===== src/rtl/sar_pkg.sv =====
package sar_pkg;

   typedef enum logic {
      SEQ_IDLE = 1'b0,
      SEQ_RUN  = 1'b1
   } seq_state_e;

   function automatic int unsigned step_count(input int unsigned res_w);
      return res_w + 1;
   endfunction

endpackage


===== src/rtl/sar_start_sync.sv =====
module sar_start_sync #(
   parameter int unsigned STAGES = 2
) (
   input  logic clk_i,
   input  logic rst_ni,
   input  logic start_i,
   output logic pulse_o
);

   generate
      if (STAGES < 2) begin : g_bad_stages
         $error("sar_start_sync: STAGES must be at least 2");
      end
   endgenerate

   logic [STAGES-1:0] chain_q;
   logic              last_q;

   always_ff @(posedge clk_i) begin
      if (!rst_ni) begin
         chain_q <= '0;
         last_q  <= 1'b0;
      end else begin
         chain_q <= {chain_q[STAGES-2:0], start_i};
         last_q  <= chain_q[STAGES-1];
      end
   end

   // one-cycle pulse on a synchronized low-to-high transition
   assign pulse_o = chain_q[STAGES-1] & ~last_q;

endmodule


===== src/rtl/sar_bit_slices.sv =====
module sar_bit_slices #(
   parameter int unsigned W = 7
) (
   input  logic         clk_i,
   input  logic         rst_ni,
   input  logic         clear_i,
   input  logic         advance_i,
   input  logic         cmp_hi_i,
   output logic [W-1:0] reach_o,
   output logic [W-1:0] code_o,
   output logic [W-1:0] trial_o,
   output logic         full_o
);

   logic [W-1:0] probe;

   generate
      for (genvar i = 0; i < W; i++) begin : g_bit
         logic upper;
         logic reach_q;
         logic keep_q;

         if (i == W - 1) begin : g_top
            assign upper = 1'b1;
         end else begin : g_lower
            assign upper = reach_o[i+1];
         end

         // position under test: first position the token has not reached
         assign probe[i] = upper & ~reach_q;

         always_ff @(posedge clk_i) begin
            if (!rst_ni || clear_i) begin
               reach_q <= 1'b0;
               keep_q  <= 1'b1;
            end else if (advance_i) begin
               reach_q <= upper;
               if (probe[i] && !cmp_hi_i) begin
                  keep_q <= 1'b0;
               end
            end
         end

         assign reach_o[i] = reach_q;
         assign code_o[i]  = keep_q;
         assign trial_o[i] = keep_q & (reach_q | probe[i]);
      end
   endgenerate

   assign full_o = &reach_o;

endmodule


===== src/rtl/sar_result_hold.sv =====
module sar_result_hold #(
   parameter int unsigned W = 7
) (
   input  logic         clk_i,
   input  logic         rst_ni,
   input  logic         load_i,
   input  logic         drop_i,
   input  logic [W-1:0] code_i,
   output logic [W-1:0] result_o,
   output logic         done_o
);

   always_ff @(posedge clk_i) begin
      if (!rst_ni) begin
         result_o <= '0;
         done_o   <= 1'b0;
      end else if (load_i) begin
         result_o <= code_i;
         done_o   <= 1'b1;
      end else if (drop_i) begin
         done_o   <= 1'b0;
      end
   end

endmodule


===== src/rtl/sar_seq_ctrl.sv =====
module sar_seq_ctrl
   import sar_pkg::*;
#(
   parameter int unsigned RES_W       = 7,
   parameter int unsigned SYNC_STAGES = 2
) (
   input  logic             clk_i,
   input  logic             rst_ni,
   input  logic             auto_mode_i,
   input  logic             start_i,
   input  logic             cmp_hi_i,
   output logic [RES_W-1:0] trial_o,
   output logic [RES_W-1:0] result_o,
   output logic             done_o
);

   localparam int unsigned STEPS = step_count(RES_W);

   generate
      if (RES_W < 2) begin : g_bad_width
         $error("sar_seq_ctrl: RES_W must be at least 2");
      end
      if (STEPS != RES_W + 1) begin : g_bad_steps
         $error("sar_seq_ctrl: step count mismatch");
      end
   endgenerate

   seq_state_e       state_q;
   logic             running;
   logic             start_pulse;
   logic             go;
   logic             full;
   logic             last_step;
   logic             advance;
   logic             clear;
   logic             drop;
   logic [RES_W-1:0] reach;
   logic [RES_W-1:0] code;

   sar_start_sync #(
      .STAGES (SYNC_STAGES)
   ) u_sync (
      .clk_i   (clk_i),
      .rst_ni  (rst_ni),
      .start_i (start_i),
      .pulse_o (start_pulse)
   );

   assign running   = (state_q == SEQ_RUN);
   assign go        = ~running & (auto_mode_i | start_pulse);
   assign last_step = running & full;
   assign advance   = running & ~full;
   assign clear     = ~running | last_step;
   assign drop      = go | (running & ~last_step);

   always_ff @(posedge clk_i) begin
      if (!rst_ni) begin
         state_q <= SEQ_IDLE;
      end else begin
         unique case (state_q)
            SEQ_IDLE: if (go) state_q <= SEQ_RUN;
            SEQ_RUN:  if (last_step && !auto_mode_i) state_q <= SEQ_IDLE;
            default:  state_q <= SEQ_IDLE;
         endcase
      end
   end

   sar_bit_slices #(
      .W (RES_W)
   ) u_bits (
      .clk_i     (clk_i),
      .rst_ni    (rst_ni),
      .clear_i   (clear),
      .advance_i (advance),
      .cmp_hi_i  (cmp_hi_i),
      .reach_o   (reach),
      .code_o    (code),
      .trial_o   (trial_o),
      .full_o    (full)
   );

   sar_result_hold #(
      .W (RES_W)
   ) u_hold (
      .clk_i    (clk_i),
      .rst_ni   (rst_ni),
      .load_i   (last_step),
      .drop_i   (drop),
      .code_i   (code),
      .result_o (result_o),
      .done_o   (done_o)
   );

endmodule


===== config.mk =====
export PLATFORM = sky130hd
export DESIGN_NAME = sar_seq_ctrl
export DESIGN_NICKNAME = d
export VERILOG_FILES = /design/src/rtl/sar_pkg.sv /design/src/rtl/sar_start_sync.sv /design/src/rtl/sar_bit_slices.sv /design/src/rtl/sar_result_hold.sv /design/src/rtl/sar_seq_ctrl.sv
export SDC_FILE = /design/constraint.sdc
export NUM_CORES = 1
export LEC_CHECK = 0
export BUFFER_PORTS_ARGS = -buffer_cell sky130_fd_sc_hd__buf_2
export CORE_MARGIN = 2
export CORE_UTILIZATION = 46
export DETAILED_ROUTE_END_ITERATION = 10
export GPL_TIMING_DRIVEN = 1
export PLACE_DENSITY = 0.72
export SLEW_MARGIN = 15
export SYNTH_ARGS = -nofsm -noshare
export SYNTH_HDL_FRONTEND = slang
export SYNTH_SLANG_ARGS = --single-unit

===== constraint.sdc =====
create_clock -name clk_i -period 1.4 [get_ports clk_i]
set_input_delay 0 -clock clk_i [delete_from_list [all_inputs] [get_ports clk_i]]
set_output_delay 0 -clock clk_i [all_outputs]
set_load 0.01 [all_outputs]

=== Word level (Yosys, flattened, before mapping) ===
Cells that the tools add are included.

* Bits in registers: 26
* Bits in latches: 0
* Memory bits (writable): 0
* ROM bits: 0
* Bits of input ports: 5
* Output and inout port bits: 15
* Word-level logic and storage cells: 82
* Memories kept: 0

* Add/sub/neg operators: 0
* Multipliers: 0
* Div/mod/pow operators: 0
* Magnitude comparators: 0
* Equality and inequality tests: 0
* Shift-type cells: 0
* Muxes and demuxes: 5
* Bitwise logic cells: 37
* Reductions and logical operators: 21

{| class="wikitable"
|+ Operators by type and width
! cell !! count
|-
| $and A1 B1 Y1 || 17
|-
| $reduce_and A2 Y1 || 7
|-
| $not A1 Y1 || 11
|-
| $or A1 B1 Y1 || 9
|-
| $logic_and A1 B1 Y1 || 8
|-
| $reduce_and A7 Y1 || 1
|-
| $mux W1 || 4
|-
| $logic_not A1 Y1 || 3
|-
| $pmux W1 S2 || 1
|-
| $reduce_bool A2 Y1 || 1
|-
| $logic_or A1 B1 Y1 || 1
|}

=== Depth between registers and ports, before layout ===
* Depth in word-level cells: 7
* Depth in mapped cells: 4
* Gate-level depth less buffers: 3

=== Hierarchy ===
A second synthesis with hierarchy kept.

* Cell total of the unflattened synthesis: 123
* Area, all modules: 1,171.1 µm²

{| class="wikitable"
|+ Modules (own cells, without submodules)
! module !! instances !! cells an instance !! area an instance (µm²) !! seq. area each (µm²)
|-
| sar_bit_slices || 1 || 82 || 716.9 || 280.3
|-
| sar_result_hold || 1 || 25 || 299.0 || 160.2
|-
| sar_start_sync || 1 || 7 || 92.6 || 60.1
|-
| sar_seq_ctrl || 1 || 9 || 62.6 || 20.0
|}

=== Worst setup path before layout ===
No wires, ideal clock.

* Path kind: flip-flop to flip-flop
* Start point: register u_bits.g_bit[3].reach_q
* End point: register u_bits.g_bit[0].reach_q
* Library setup time: 115 ps
* Arrival time: 1,181 ps
* Data required time: 1,285 ps
* Path slack: 105 ps
* Stages on the path, launching flop included: 5
* Buffers on the path: 1
* Period minus slack after synthesis: 1,295 ps
* Cells stage by stage: dfxtp_1 -> nand4_2 -> o311a_4 -> buf_6 -> and2_1

* Word-level cells in the longest chain between the ends: 4
* Elaborated cells on any way between the ends: 6
* Classes of those cells: bitwise: 4; reduce/logical: 2

{| class="wikitable"
|+ RTL lines
! element !! RTL line !! RTL
|-
| start: declaration || sar_bit_slices.sv:20 || <nowiki>logic reach_q;</nowiki>
|-
| start signal: assignment || sar_bit_slices.sv:37 || <nowiki>reach_q <= upper;</nowiki>
|-
| $reduce_and A7 Y1 * || sar_bit_slices.sv:50 || <nowiki>assign full_o = &reach_o;</nowiki>
|-
| $and A1 B1 Y1 || sar_seq_ctrl.sv:51 || <nowiki>assign last_step = running & full;</nowiki>
|-
| $or A1 B1 Y1 || sar_seq_ctrl.sv:53 || <nowiki>assign clear = ~running | last_step;</nowiki>
|-
| $logic_or A1 B1 Y1 || sar_bit_slices.sv:33 || <nowiki>if (!rst_ni || clear_i) begin</nowiki>
|-
| end signal: assignment || sar_bit_slices.sv:37 ||
|-
| end: declaration || sar_bit_slices.sv:20 ||
|}

Mark *: on every way between the ends. The rest lies on a longest branch, timed or not.
A chain may end at the register's enable or synchronous reset.

=== Worst setup path in the final report ===
* Start point: register u_bits.g_bit[0].reach_q
* End point: register u_bits.g_bit[5].reach_q

* Word-level cells in the longest chain between the ends: 4
* Elaborated cells on any way between the ends: 6
* Classes of those cells: bitwise: 4; reduce/logical: 2

{| class="wikitable"
|+ RTL lines
! element !! RTL line
|-
| $reduce_and A7 Y1 * || sar_bit_slices.sv:50
|-
| $and A1 B1 Y1 || sar_seq_ctrl.sv:51
|-
| $or A1 B1 Y1 || sar_seq_ctrl.sv:53
|-
| $logic_or A1 B1 Y1 || sar_bit_slices.sv:33
|-
| end signal: assignment || sar_bit_slices.sv:37
|-
| end: declaration || sar_bit_slices.sv:20
|}

Marked as above.

==> implementation parameters <==
Parameter                              Value

Place
  Half-perimeter wire length of the detailed placement result    1270 microns
  Placement-stage cell area    roughly 1100 sq um
  Routability cong.    0.759
  Worst setup timing slack at the placement stage    0.0513 ns
  Number of input and output port buffers inserted    19

Routing
  Drt pass-1 iters    5
  Total detailed-routing wirelength    ~1700 microns
  Post-detailed-route wirelength per cell    11.6 microns
  Via density per instance    4.86
  Number of remaining DRC errors    0
  Initial detailed-routing violation count    8
  Antenna-violating nets left    0
  Number of vias in the routed layout    just over 700

GRT
  Wire length of the first global-routing pass    between 2000 and 3000 microns
  Maximum number of pins on one net before global-route repair    21
  Most Used Layer, Global Route    met2
  Via count of the first global-routing pass    658
  Global-route usage over all layers    0.154
  Final global-route overflow total    0
  Initial antenna violation count    0
  Met3 layer usage reported by global route    0.0273
  Met1 track utilization from global routing    0.204
  Global Route met2 Usage    0.238

Logic synthesis
  Cell count after synthesis    between 90 and 100
  Distinct cells, synth    21
  Warnings from Yosys    0
  Synthesized area per cell    9.96 sq um
  Total of flip-flops plus latches after synthesis    26
  Synth Cell Area    966 sq um
  Synthesized Nets    102
  Sequential area share after synthesis    0.539

STA
  Final count of hold timing violations    0
  Worst setup skew after layout    0.00627 ns
  Relative slew slack    0.786
  Post-route minimum period    ~1.3 ns
  Final TNS setup    0 ns
  Final worst path period share    0.941
  Final setup violation count    0
  Unrepaired setup endpoints after global routing    false
  Number of pins exceeding their max-slew limit in the final report    0
  Minimum setup slack in the final design    0.0825 ns
  Fmax    0.759 GHz
  Worst hold slack across all endpoints    ~0.061 ns
  Transition at the pin with the smallest max-transition slack    between 0.3 and 0.4 ns

Power
  Pwr per Cell Area    1130 nW/um^2
  Max IR drop VDD    0.624 mV
  Sequential fraction of design power    0.573
  Switching power share of the total    0.195
  Switching power of the nets    257 uW
  Relative contribution of combinational cells to total power    0.044
  Clock network fraction of design power    0.383
  Internal portion of total power    1070 uW
  Leakage component of the power    0.000509 uW

Clocking
  Depth of the CTS H-tree    1
  Buffer levels on the longest clock path    2
  Sink count of the clock tree    26
  CTS tree    built
  Clock latency at the later pin of the worst-skew pair    0.32 ns
  Clock Tree Root    sky130_fd_sc_hd__clkbuf_4
  Clock transition at the registers of the reported paths    0.14 ns
  Clock buffers created by TritonCTS    3
  Number of post-CTS setup repair buffers    0

Die
  Initial core utilization    0.492
  Die Ht    approximately 50 microns
  Rows    16
  Width of the die    around 50 microns
  Io pins    20
  Area of the core    1960 sq um
  Die Footprint    2480 sq um

Critical path
  Required time of the critical path    1.63 ns
  Kind of end point of the critical path    flop
  Critical path class    flop to flop
  Max FO, Critical Path    14
  Data arrival at the endpoint of the critical path    1.55 ns
  CP Launch Type    flop

Final layout
  Filler Cells Inserted    191
  Number of antenna diodes    0
  Fraction of layout cells with a size suffix above 1    0.306
  Area added between synthesis and finish    21.2%
  Area of all placed cells without fillers    1170 sq um
  Layout net count    ~130

Status
  Run status    finished clean

Worst hold path
  Worst hold path type    primary input to flop

Flow run
  Number of max-cap violations    0
==> final cells by class <==
class	instances	area (sq um)	share of cell area
multi-input combinational	61	397	0.339
inverter	6	22.5	0.0192
sequential	26	526	0.449
timing repair buffer	24	140	0.120
clock inverter	1	30.0	0.0256
tap	27	33.8	0.0288
clock buffer	3	22.5	0.0192
==> cells in the mapped netlist <==
library cell	instances	share of area
sky130_fd_sc_hd__buf_6	1	0.012
sky130_fd_sc_hd__nor2_1	1	0.0039
sky130_fd_sc_hd__and2_4	1	0.0091
sky130_fd_sc_hd__nor4b_1	1	0.0091
sky130_fd_sc_hd__nor2_2	1	0.0065
sky130_fd_sc_hd__o31ai_1	7	0.054
sky130_fd_sc_hd__nand4_1	1	0.0065
sky130_fd_sc_hd__o21a_1	7	0.054
sky130_fd_sc_hd__inv_1	6	0.023
sky130_fd_sc_hd__o21ai_0	1	0.0052
sky130_fd_sc_hd__nor3_1	1	0.0052
sky130_fd_sc_hd__nand2_1	22	0.085
sky130_fd_sc_hd__clkbuf_1	2	0.0078
sky130_fd_sc_hd__and2_2	4	0.031
sky130_fd_sc_hd__mux2i_1	7	0.073
sky130_fd_sc_hd__nand4_2	1	0.013
sky130_fd_sc_hd__nor2b_1	1	0.0065
sky130_fd_sc_hd__dfxtp_1	26	0.54
sky130_fd_sc_hd__and2_1	4	0.026
sky130_fd_sc_hd__o311a_4	1	0.022
sky130_fd_sc_hd__buf_4	1	0.0078
==> stage by stage <==
stage / util / power (uW) / instances
after detailed placement: 0.552 / 826 / 141
after floorplan: - / 810 / 97
final: 0.597 / 1320 / 148
after global placement: 0.552 / 823 / 141
after CTS: 0.594 / 1340 / 148
after global routing: 0.597 / 1370 / 148
==> layer usage <==
| layer | up-vias | routed length, microns |
|---|---|---|
| li1 | 373 | - |
| met1 | 331 | 830 |
| met2 | 13 | 804 |
| met3 | 2 | 65 |
| met4 | 0 | 12 |
| met5 | - | 0 |
==> logic make-up after synthesis <==
family / count (synthesis) / synth area share
muxes: 7 / 0.0725
buffers and inverters: 10 / 0.0505
AOI/OAI and AO/OA: 16 / 0.136
DFF: 26 / 0.539
and+or+nand+nor: 38 / 0.202
==> state kept, by name, summed over array words and instances (netlist names) <==
register and count:
u_sync.chain_q 2, u_bits.g_bit.keep_q 7, running 1, u_bits.g_bit.upper 6, u_sync.last_q 1, u_hold.done_o 1
u_hold.result_o 7, u_bits.g_bit.reach_q 1
==> critical path, stage by stage (launching register included) <==
cell and delay (ns):
sky130_fd_sc_hd__dfxtp_1 0.40, sky130_fd_sc_hd__nand4_2 0.16, sky130_fd_sc_hd__o311a_4 0.45, sky130_fd_sc_hd__and2_2 0.21
==> cells in the final DEF (no fill, tap or decap), drive strengths merged <==
master	count
nand2	22
mux2i	7
o21a	7
and2	9
o311a	1
nand4	2
o31ai	7
nor2b	1
nor2	2
inv	6
dlygate4sd3	3
nor4b	1
bufinv	1
buf	21
o21ai	1
clkbuf	3
nor3	1
dfxtp	26
==> worst paths after layout <==
kind / slack, ns / start / depth (start not counted) / endpoint
worst max-delay path: 0.08 / u_bits.g_bit[0].reach_q$_SDFFE_PP0P_ / 3 / u_bits.g_bit[4].upper$_SDFFE_PP0P_
worst min-delay path: 0.06 / rst_ni / 2 / u_hold.done_o$_SDFFE_PN0P_
worst max register to register: 0.08 / u_bits.g_bit[0].reach_q$_SDFFE_PP0P_ / 3 / u_bits.g_bit[4].upper$_SDFFE_PP0P_
worst min register to register: 0.46 / u_sync.chain_q[0]$_SDFF_PN0_ / 1 / u_sync.chain_q[1]$_SDFF_PN0_
==> power groups by stage <==
| stage | Clock [uW] | Combinational (uW) | Sequential [uW] |
|---|---|---|---|
| final | 507 | 57.8 | 758 |
| after global routing | 542 | 65.3 | 760 |
| after CTS | 521 | 58.1 | 758 |
| after detailed placement | 0 | 51.8 | 774 |
| after global placement | 0 | 49.9 | 773 |
| after floorplan | 0 | 37.8 | 772 |
==> timing repair <==
action	in CTS	in global routing
endpoints found under the hold margin	6	0
setup endpoints to repair	0	8
hold buffers	3	0
resized for setup	0	4
(Power assumes the default switching activity.)
